**src/rtl/ahbSeqPkg.sv**
```systemverilog
package ahbSeqPkg;

  typedef enum logic [1:0] {
    TR_IDLE = 2'b00,
    TR_NSEQ = 2'b10,
    TR_SEQ  = 2'b11
  } transE;

  // Strobes from the control to the datapath
  typedef struct packed {
    logic load;     // latch a new request
    logic step;     // move the address to the next beat
    logic capData;  // register write data for the coming data phase
  } seqStrobeT;

  // Burst type code presented on hburst
  function automatic logic [2:0] burstCode(input logic [1:0] beatsCode, input logic wrap);
    return (beatsCode == 2'd0) ? 3'b000 : {beatsCode, ~wrap};
  endfunction

endpackage

```
**src/rtl/ahbSeqCtrl.sv**
```systemverilog
module ahbSeqCtrl
  import ahbSeqPkg::*;
#(
  parameter int CNT_W = 4
) (
  input  logic             clk,
  input  logic             rstN,
  input  logic             reqValid,
  input  logic [1:0]       reqBeats,
  input  logic             hready,
  input  logic             curWrite,
  output seqStrobeT        strobe,
  output logic             busy,
  output logic [1:0]       htrans
);

  logic             active;
  logic             first;
  logic [CNT_W-1:0] beatsLeft;
  logic             lastBeat;
  logic             accept;
  logic             finish;
  logic [CNT_W:0]   loadSpan;
  logic [CNT_W-1:0] loadCount;
  logic [2:0]       shiftAmt;

  assign lastBeat = (beatsLeft == '0);
  assign accept   = active & hready;
  assign finish   = accept & lastBeat;

  // beats - 1 from the beat code: 0 -> 0, else 2^(code+1) - 1
  always_comb begin
    shiftAmt  = {1'b0, reqBeats} + 3'd1;
    loadSpan  = ({{CNT_W{1'b0}}, 1'b1} << shiftAmt) - {{CNT_W{1'b0}}, 1'b1};
    loadCount = (reqBeats == 2'd0) ? '0 : loadSpan[CNT_W-1:0];
  end

  always_comb begin
    strobe.load    = reqValid & ~active;
    strobe.step    = accept & ~lastBeat;
    strobe.capData = accept & curWrite;
  end

  always_ff @(posedge clk) begin
    if (!rstN) begin
      active    <= 1'b0;
      first     <= 1'b0;
      beatsLeft <= '0;
    end else if (strobe.load) begin
      active    <= 1'b1;
      first     <= 1'b1;
      beatsLeft <= loadCount;
    end else if (strobe.step) begin
      first     <= 1'b0;
      beatsLeft <= beatsLeft - {{(CNT_W-1){1'b0}}, 1'b1};
    end else if (finish) begin
      active    <= 1'b0;
      first     <= 1'b0;
    end
  end

  always_comb begin
    if (!active)    htrans = TR_IDLE;
    else if (first) htrans = TR_NSEQ;
    else            htrans = TR_SEQ;
  end

  assign busy = active;

  // ---------------- assertions ----------------
  assert_no_busy_code_R2: assert property (@(posedge clk) disable iff (!rstN)
    htrans != 2'b01);

  assert_first_nonseq_R3: assert property (@(posedge clk) disable iff (!rstN)
    strobe.load |=> (htrans == TR_NSEQ) && busy);

  assert_wait_hold_R7: assert property (@(posedge clk) disable iff (!rstN)
    (active && !hready) |=> $stable(htrans) && $stable(beatsLeft));

  assert_ignore_when_busy_R9: assert property (@(posedge clk) disable iff (!rstN)
    (active && !first && reqValid) |=> htrans != TR_NSEQ);

  assert_idle_after_last_R10: assert property (@(posedge clk) disable iff (!rstN)
    finish |=> (htrans == TR_IDLE) && !busy);

endmodule

```
**src/rtl/ahbSeqDatapath.sv**
```systemverilog
module ahbSeqDatapath
  import ahbSeqPkg::*;
#(
  parameter int ADDR_W = 32,
  parameter int DATA_W = 32
) (
  input  logic              clk,
  input  logic              rstN,
  input  seqStrobeT         strobe,
  input  logic [ADDR_W-1:0] reqAddr,
  input  logic [2:0]        reqSize,
  input  logic              reqWrite,
  input  logic [1:0]        reqBeats,
  input  logic              reqWrap,
  input  logic [DATA_W-1:0] wrData,
  output logic [ADDR_W-1:0] haddr,
  output logic              hwrite,
  output logic [2:0]        hsize,
  output logic [2:0]        hburst,
  output logic [DATA_W-1:0] hwdata
);

  logic [ADDR_W-1:0] addrReg;
  logic [2:0]        sizeReg;
  logic              writeReg;
  logic [1:0]        beatsReg;
  logic              wrapReg;
  logic [DATA_W-1:0] dataReg;

  logic [ADDR_W-1:0] incBytes;
  logic [ADDR_W-1:0] sumAddr;
  logic [ADDR_W-1:0] wrapMask;
  logic [ADDR_W-1:0] nextAddr;
  logic [3:0]        winLog2;

  // Next-beat address: increment, or increment inside the aligned window
  always_comb begin
    incBytes = {{(ADDR_W-1){1'b0}}, 1'b1} << sizeReg;
    sumAddr  = addrReg + incBytes;
    winLog2  = {1'b0, sizeReg} + {2'b00, beatsReg} + 4'd1;
    wrapMask = ({{(ADDR_W-1){1'b0}}, 1'b1} << winLog2) - {{(ADDR_W-1){1'b0}}, 1'b1};
    nextAddr = wrapReg ? ((addrReg & ~wrapMask) | (sumAddr & wrapMask)) : sumAddr;
  end

  always_ff @(posedge clk) begin
    if (!rstN) begin
      addrReg  <= '0;
      sizeReg  <= '0;
      writeReg <= 1'b0;
      beatsReg <= '0;
      wrapReg  <= 1'b0;
    end else if (strobe.load) begin
      addrReg  <= reqAddr;
      sizeReg  <= reqSize;
      writeReg <= reqWrite;
      beatsReg <= reqBeats;
      wrapReg  <= reqWrap & (reqBeats != 2'd0);
    end else if (strobe.step) begin
      addrReg  <= nextAddr;
    end
  end

  always_ff @(posedge clk) begin
    if (!rstN)              dataReg <= '0;
    else if (strobe.capData) dataReg <= wrData;
  end

  assign haddr  = addrReg;
  assign hwrite = writeReg;
  assign hsize  = sizeReg;
  assign hburst = burstCode(beatsReg, wrapReg);
  assign hwdata = dataReg;

  // ---------------- assertions ----------------
  assert_incr_step_R4: assert property (@(posedge clk) disable iff (!rstN)
    (strobe.step && !wrapReg) |=> haddr == ($past(haddr) + $past(incBytes)));

  assert_wrap_window_R5: assert property (@(posedge clk) disable iff (!rstN)
    (strobe.step && wrapReg) |=> ((haddr ^ $past(haddr)) & ~wrapMask) == '0);

  assert_ctrl_stable_R6: assert property (@(posedge clk) disable iff (!rstN)
    !strobe.load |=> $stable(hwrite) && $stable(hsize) && $stable(hburst));

  assert_addr_hold_R7: assert property (@(posedge clk) disable iff (!rstN)
    (!strobe.load && !strobe.step) |=> $stable(haddr));

  assert_wdata_hold_R8: assert property (@(posedge clk) disable iff (!rstN)
    !strobe.capData |=> $stable(hwdata));

endmodule

```
**src/rtl/ahbBurstSeq.sv**
```systemverilog
module ahbBurstSeq
  import ahbSeqPkg::*;
#(
  parameter int ADDR_W    = 32,
  parameter int DATA_W    = 32,
  parameter int MAX_BEATS = 16
) (
  input  logic              clk,
  input  logic              rstN,
  input  logic              reqValid,
  input  logic [ADDR_W-1:0] reqAddr,
  input  logic [2:0]        reqSize,
  input  logic              reqWrite,
  input  logic [1:0]        reqBeats,
  input  logic              reqWrap,
  input  logic [DATA_W-1:0] wrData,
  input  logic              hready,
  output logic              busy,
  output logic [1:0]        htrans,
  output logic [ADDR_W-1:0] haddr,
  output logic              hwrite,
  output logic [2:0]        hsize,
  output logic [2:0]        hburst,
  output logic [DATA_W-1:0] hwdata
);

  localparam int CNT_W = $clog2(MAX_BEATS);

  seqStrobeT strobe;

  ahbSeqCtrl #(.CNT_W(CNT_W)) uCtrl (
    .clk      (clk),
    .rstN     (rstN),
    .reqValid (reqValid),
    .reqBeats (reqBeats),
    .hready   (hready),
    .curWrite (hwrite),
    .strobe   (strobe),
    .busy     (busy),
    .htrans   (htrans)
  );

  ahbSeqDatapath #(.ADDR_W(ADDR_W), .DATA_W(DATA_W)) uPath (
    .clk      (clk),
    .rstN     (rstN),
    .strobe   (strobe),
    .reqAddr  (reqAddr),
    .reqSize  (reqSize),
    .reqWrite (reqWrite),
    .reqBeats (reqBeats),
    .reqWrap  (reqWrap),
    .wrData   (wrData),
    .haddr    (haddr),
    .hwrite   (hwrite),
    .hsize    (hsize),
    .hburst   (hburst),
    .hwdata   (hwdata)
  );

endmodule

```
**config.mk**
```make
export PLATFORM = sky130hd
export DESIGN_NAME = ahbBurstSeq
export DESIGN_NICKNAME = d
export VERILOG_FILES = /design/src/rtl/ahbSeqPkg.sv /design/src/rtl/ahbSeqCtrl.sv /design/src/rtl/ahbSeqDatapath.sv /design/src/rtl/ahbBurstSeq.sv
export SDC_FILE = /design/constraint.sdc
export NUM_CORES = 1
export LEC_CHECK = 0
export CAP_MARGIN = 30
export CORE_UTILIZATION = 41
export DETAILED_ROUTE_END_ITERATION = 10
export PLACE_DENSITY = 0.77
export SYNTH_ARGS = -nofsm -noshare
export SYNTH_HDL_FRONTEND = slang
export SYNTH_SLANG_ARGS = --single-unit
```
**constraint.sdc**
```tcl
create_clock -name clk -period 3.6 [get_ports clk]
set_input_delay 0.72 -clock clk [delete_from_list [all_inputs] [get_ports clk]]
set_output_delay 0.72 -clock clk [all_outputs]
set_load 0.01 [all_outputs]
```
==> results.py <==
metrics = {
    "finish": {
        "layout_commonest_cell": "clkdlybuf4s50_1",
        "n_antenna_cell": 0,
        "final-seq-area_mm2": 0.00154,
        "layout-area-overhead-vs-synth_pct": 40.0,
        "fin_area_mm2": 0.00667,
        "utilization": 0.587,
        "layout-drive-gt1-share": 0.0892,
        "mostFrequentLayoutCells": "clkdlybuf4s50_1 (148), nand2_1 (113), dfxtp_1 (76), a21oi_1 (73), nor2_1 (31)",
        "multi_input_area_mm2": 0.00298,
        "final_nets": 837,
        "fill_cells": 1056,
    },
    "yosys": {
        "post-synth-top-area-cell": "dfxtp_1",
        "synth_edf_count": 0,
        "muxShareOfSynthArea": 0.0152,
        "ys_ff_latch": 77,
        "synth_nets": 705,
        "async_flop_share": 0,
        "yosys_warnings": 0,
        "ys_top_cells_by_area": "dfxtp_1 (32%), nand2_1 (8.9%), a21oi_1 (7.7%)",
        "synth_top_family_by_area": "compound AO/OA/AOI/OAI gates",
        "synth_area_mm2": 0.00477,
        "yosys.area.top_type_share": 0.323,
        "synth_compound_area_frac": 0.281,
        "yosys.area_share.adder": 0.0452,
        "syn_inst": 614,
        "synthXorXnorAreaFrac": 0.0257,
        "ys_seq_area_frac": 0.323,
        "yosysUniqueCellTypes": 81,
        "ys.flop_type": "dfxtp_1",
        "syn_avg_cell_area_um2": 7.76,
        "yosys.area_share.simple": 0.255,
    },
    "setup_path": {
        "path_delay_family": "simple AND/OR/NAND/NOR gates",
        "end_kind": "flip-flop",
        "path_buf_inv": 2,
        "cp_slowest_stage_delay_ns": 0.53,
        "crit_fanout": 9,
        "crit_chain": "inv_1, ha_1, fa_1, nand2b_1, o31ai_1, buf_4, nand3b_1, ha_2, nand3_1, nor4_2, o21ai_0, or4_1, a211oi_1",
        "cpMaxStageDelayCell": "or4_1",
        "worstSetupStartpointType": "flip-flop",
        "cp_data_arrival_time_ns": 3.51,
        "cp.required_ns": 3.86,
        "critPathKind": "reg2reg",
    },
    "drt": {
        "drt_first_pass_iters": 5,
        "via_count": 5223,
        "drt-wirelength-per-cell_um": 17.4,
        "viasPerCell": 5.84,
        "routed_wl_um": 15600,
        "ant_nets": 0,
        "drc": 0,
        "drt-initial-drc-count": 350,
    },
    "global_routing": {
        "grt_pass1_wl_um": 24600,
        "grt_max_degree": 58,
        "antenna_found_initial": 0,
        "grt_pass1_vias": 4915,
        "overflow": 0,
        "grt_use_total": 0.266,
    },
    "place": {
        "dp_hpwl_um": 11300,
        "io_buffers": 148,
        "dpl_cell_area_mm2": 0.00637,
        "place_congestion": 0.937,
        "place_ws_ns": 0.291,
    },
    "clock_network": {
        "clk_path_buf_depth": 2,
        "clk_latency_ns": 0.34,
        "ctsHoldBuffers": 0,
        "cts_root_buffer": "clkbuf_16",
        "h-tree-depth": 3,
        "numCtsBuffers": 9,
        "clk_pin_slew_worst_paths_ns": 0.06,
        "tritoncts": "done",
        "cts_sinks": 77,
    },
    "floorplan": {
        "coreArea_mm2": 0.0114,
        "ios": 149,
        "die_y_um": 110,
        "die-area_mm2": 0.0121,
        "start_util": 0.419,
        "die_w_um": 110,
        "rows": 39,
    },
    "sta": {
        "rsz0062_at_grt": "no",
        "fmax_ghz": 0.307,
        "period_share": 0.903,
        "setup_tns_ns": 0,
        "min_period_ns": 3.25,
        "worst_slew_pin_slew_ns": 0.732,
        "setup_viol": 0,
        "clock_skew_ns": 0.0113,
        "hold_viol_final": 0,
        "worst_slack_ns": 0.348,
        "relSlewSlack": 0.511,
        "finalMaxSlewViolations": 0,
    },
    "status": {
        "status": "finished clean",
    },
    "worst_hold_path": {
        "hold_class": "reg2reg",
    },
    "run": {
        "max_cap_violations": 0,
    },
    "power": {
        "p_per_area_mw_per_mm2": 376,
        "power_leakage_nw": 2.32,
        "ir_drop_v": 0.000242,
    },
}
[timing repair]
action	CTS	global route
buffers inserted	0	0
setup endpoints to repair	0	3
resized for setup	0	5
[worst min-delay path, stage by stage, from the launching register on]
cell and delay, ns:
dfxtp_1 0.31, nand2_1 0.05, a21oi_1 0.05
[final timing paths]
path | startpoint | end | slack, ns | cells after the start
setup / recovery | uPath.hsize[0]$_SDFFE_PN0P_ | flip-flop | 0.35 | 13
hold / removal | uPath.hwdata[6]$_SDFFE_PN0P_ | uPath.hwdata[6]$_SDFFE_PN0P_ | 0.45 | 2
setup reg to reg | uPath.hsize[0]$_SDFFE_PN0P_ | flip-flop | 0.35 | 13
hold reg to reg | uPath.hwdata[6]$_SDFFE_PN0P_ | uPath.hwdata[6]$_SDFFE_PN0P_ | 0.45 | 2
[area by class of cell]
| class | count | share of cell area |
|---|---|---|
| flip-flops and latches | 77 | 0.231 |
| repair buffers | 166 | 0.242 |
| clock buffers | 9 | 0.0337 |
| well taps | 143 | 0.0268 |
| clock inverters | 7 | 0.0103 |
| multi-input cells | 476 | 0.447 |
| inverters | 16 | 0.00900 |
[per-stage QoR]
stage	total power [mW]	hold slack [ns]	std cells
2_1_floorplan	1.33	0.448	614
3_3_place_gp	1.61	0.440	878
3_5_place_dp	1.62	0.446	878
4_1_cts	2.52	0.454	894
5_1_grt	2.64	0.468	894
6_report	2.51	0.452	894
[routing by layer]
metal  wire length [um]  track usage  vias up
met5                  0            0        -
li1                   -            -     2505
met3               1570       0.0741       30
met4                357       0.0990        0
met1               6640        0.337     2434
met2               7020        0.427      254
[synth_stat cells, drive strengths merged, types with 6 or more instances]
library cell and number:
a31oi 7, nor2 33, nor3 11, buf 15
nand4 6, o211ai 12, clkbuf 30, inv 16
o21ai 28, dfxtp 77, nand2 114, and3 11
ha 14, nor4 6, xnor2 10, nor2b 6
a211oi 7, a21oi 74, nand3 25, nand2b 9
[power by group]
part | total, mW | internal (mW) | switching (mW)
Sequential | 0.982 | 0.905 | 0.0769
Combinational | 0.637 | 0.320 | 0.317
Clock | 0.892 | 0.484 | 0.408
Total | 2.51 | 1.71 | 0.802
[kinds of logic after synthesis]
family          after synthesis
compound gates              193
mux                           7
simple gates                246
flops                        77
xor+xnor                     14
buf+inv                      61
fa+ha+maj                    16
Power figures use the tool's default switching activity.
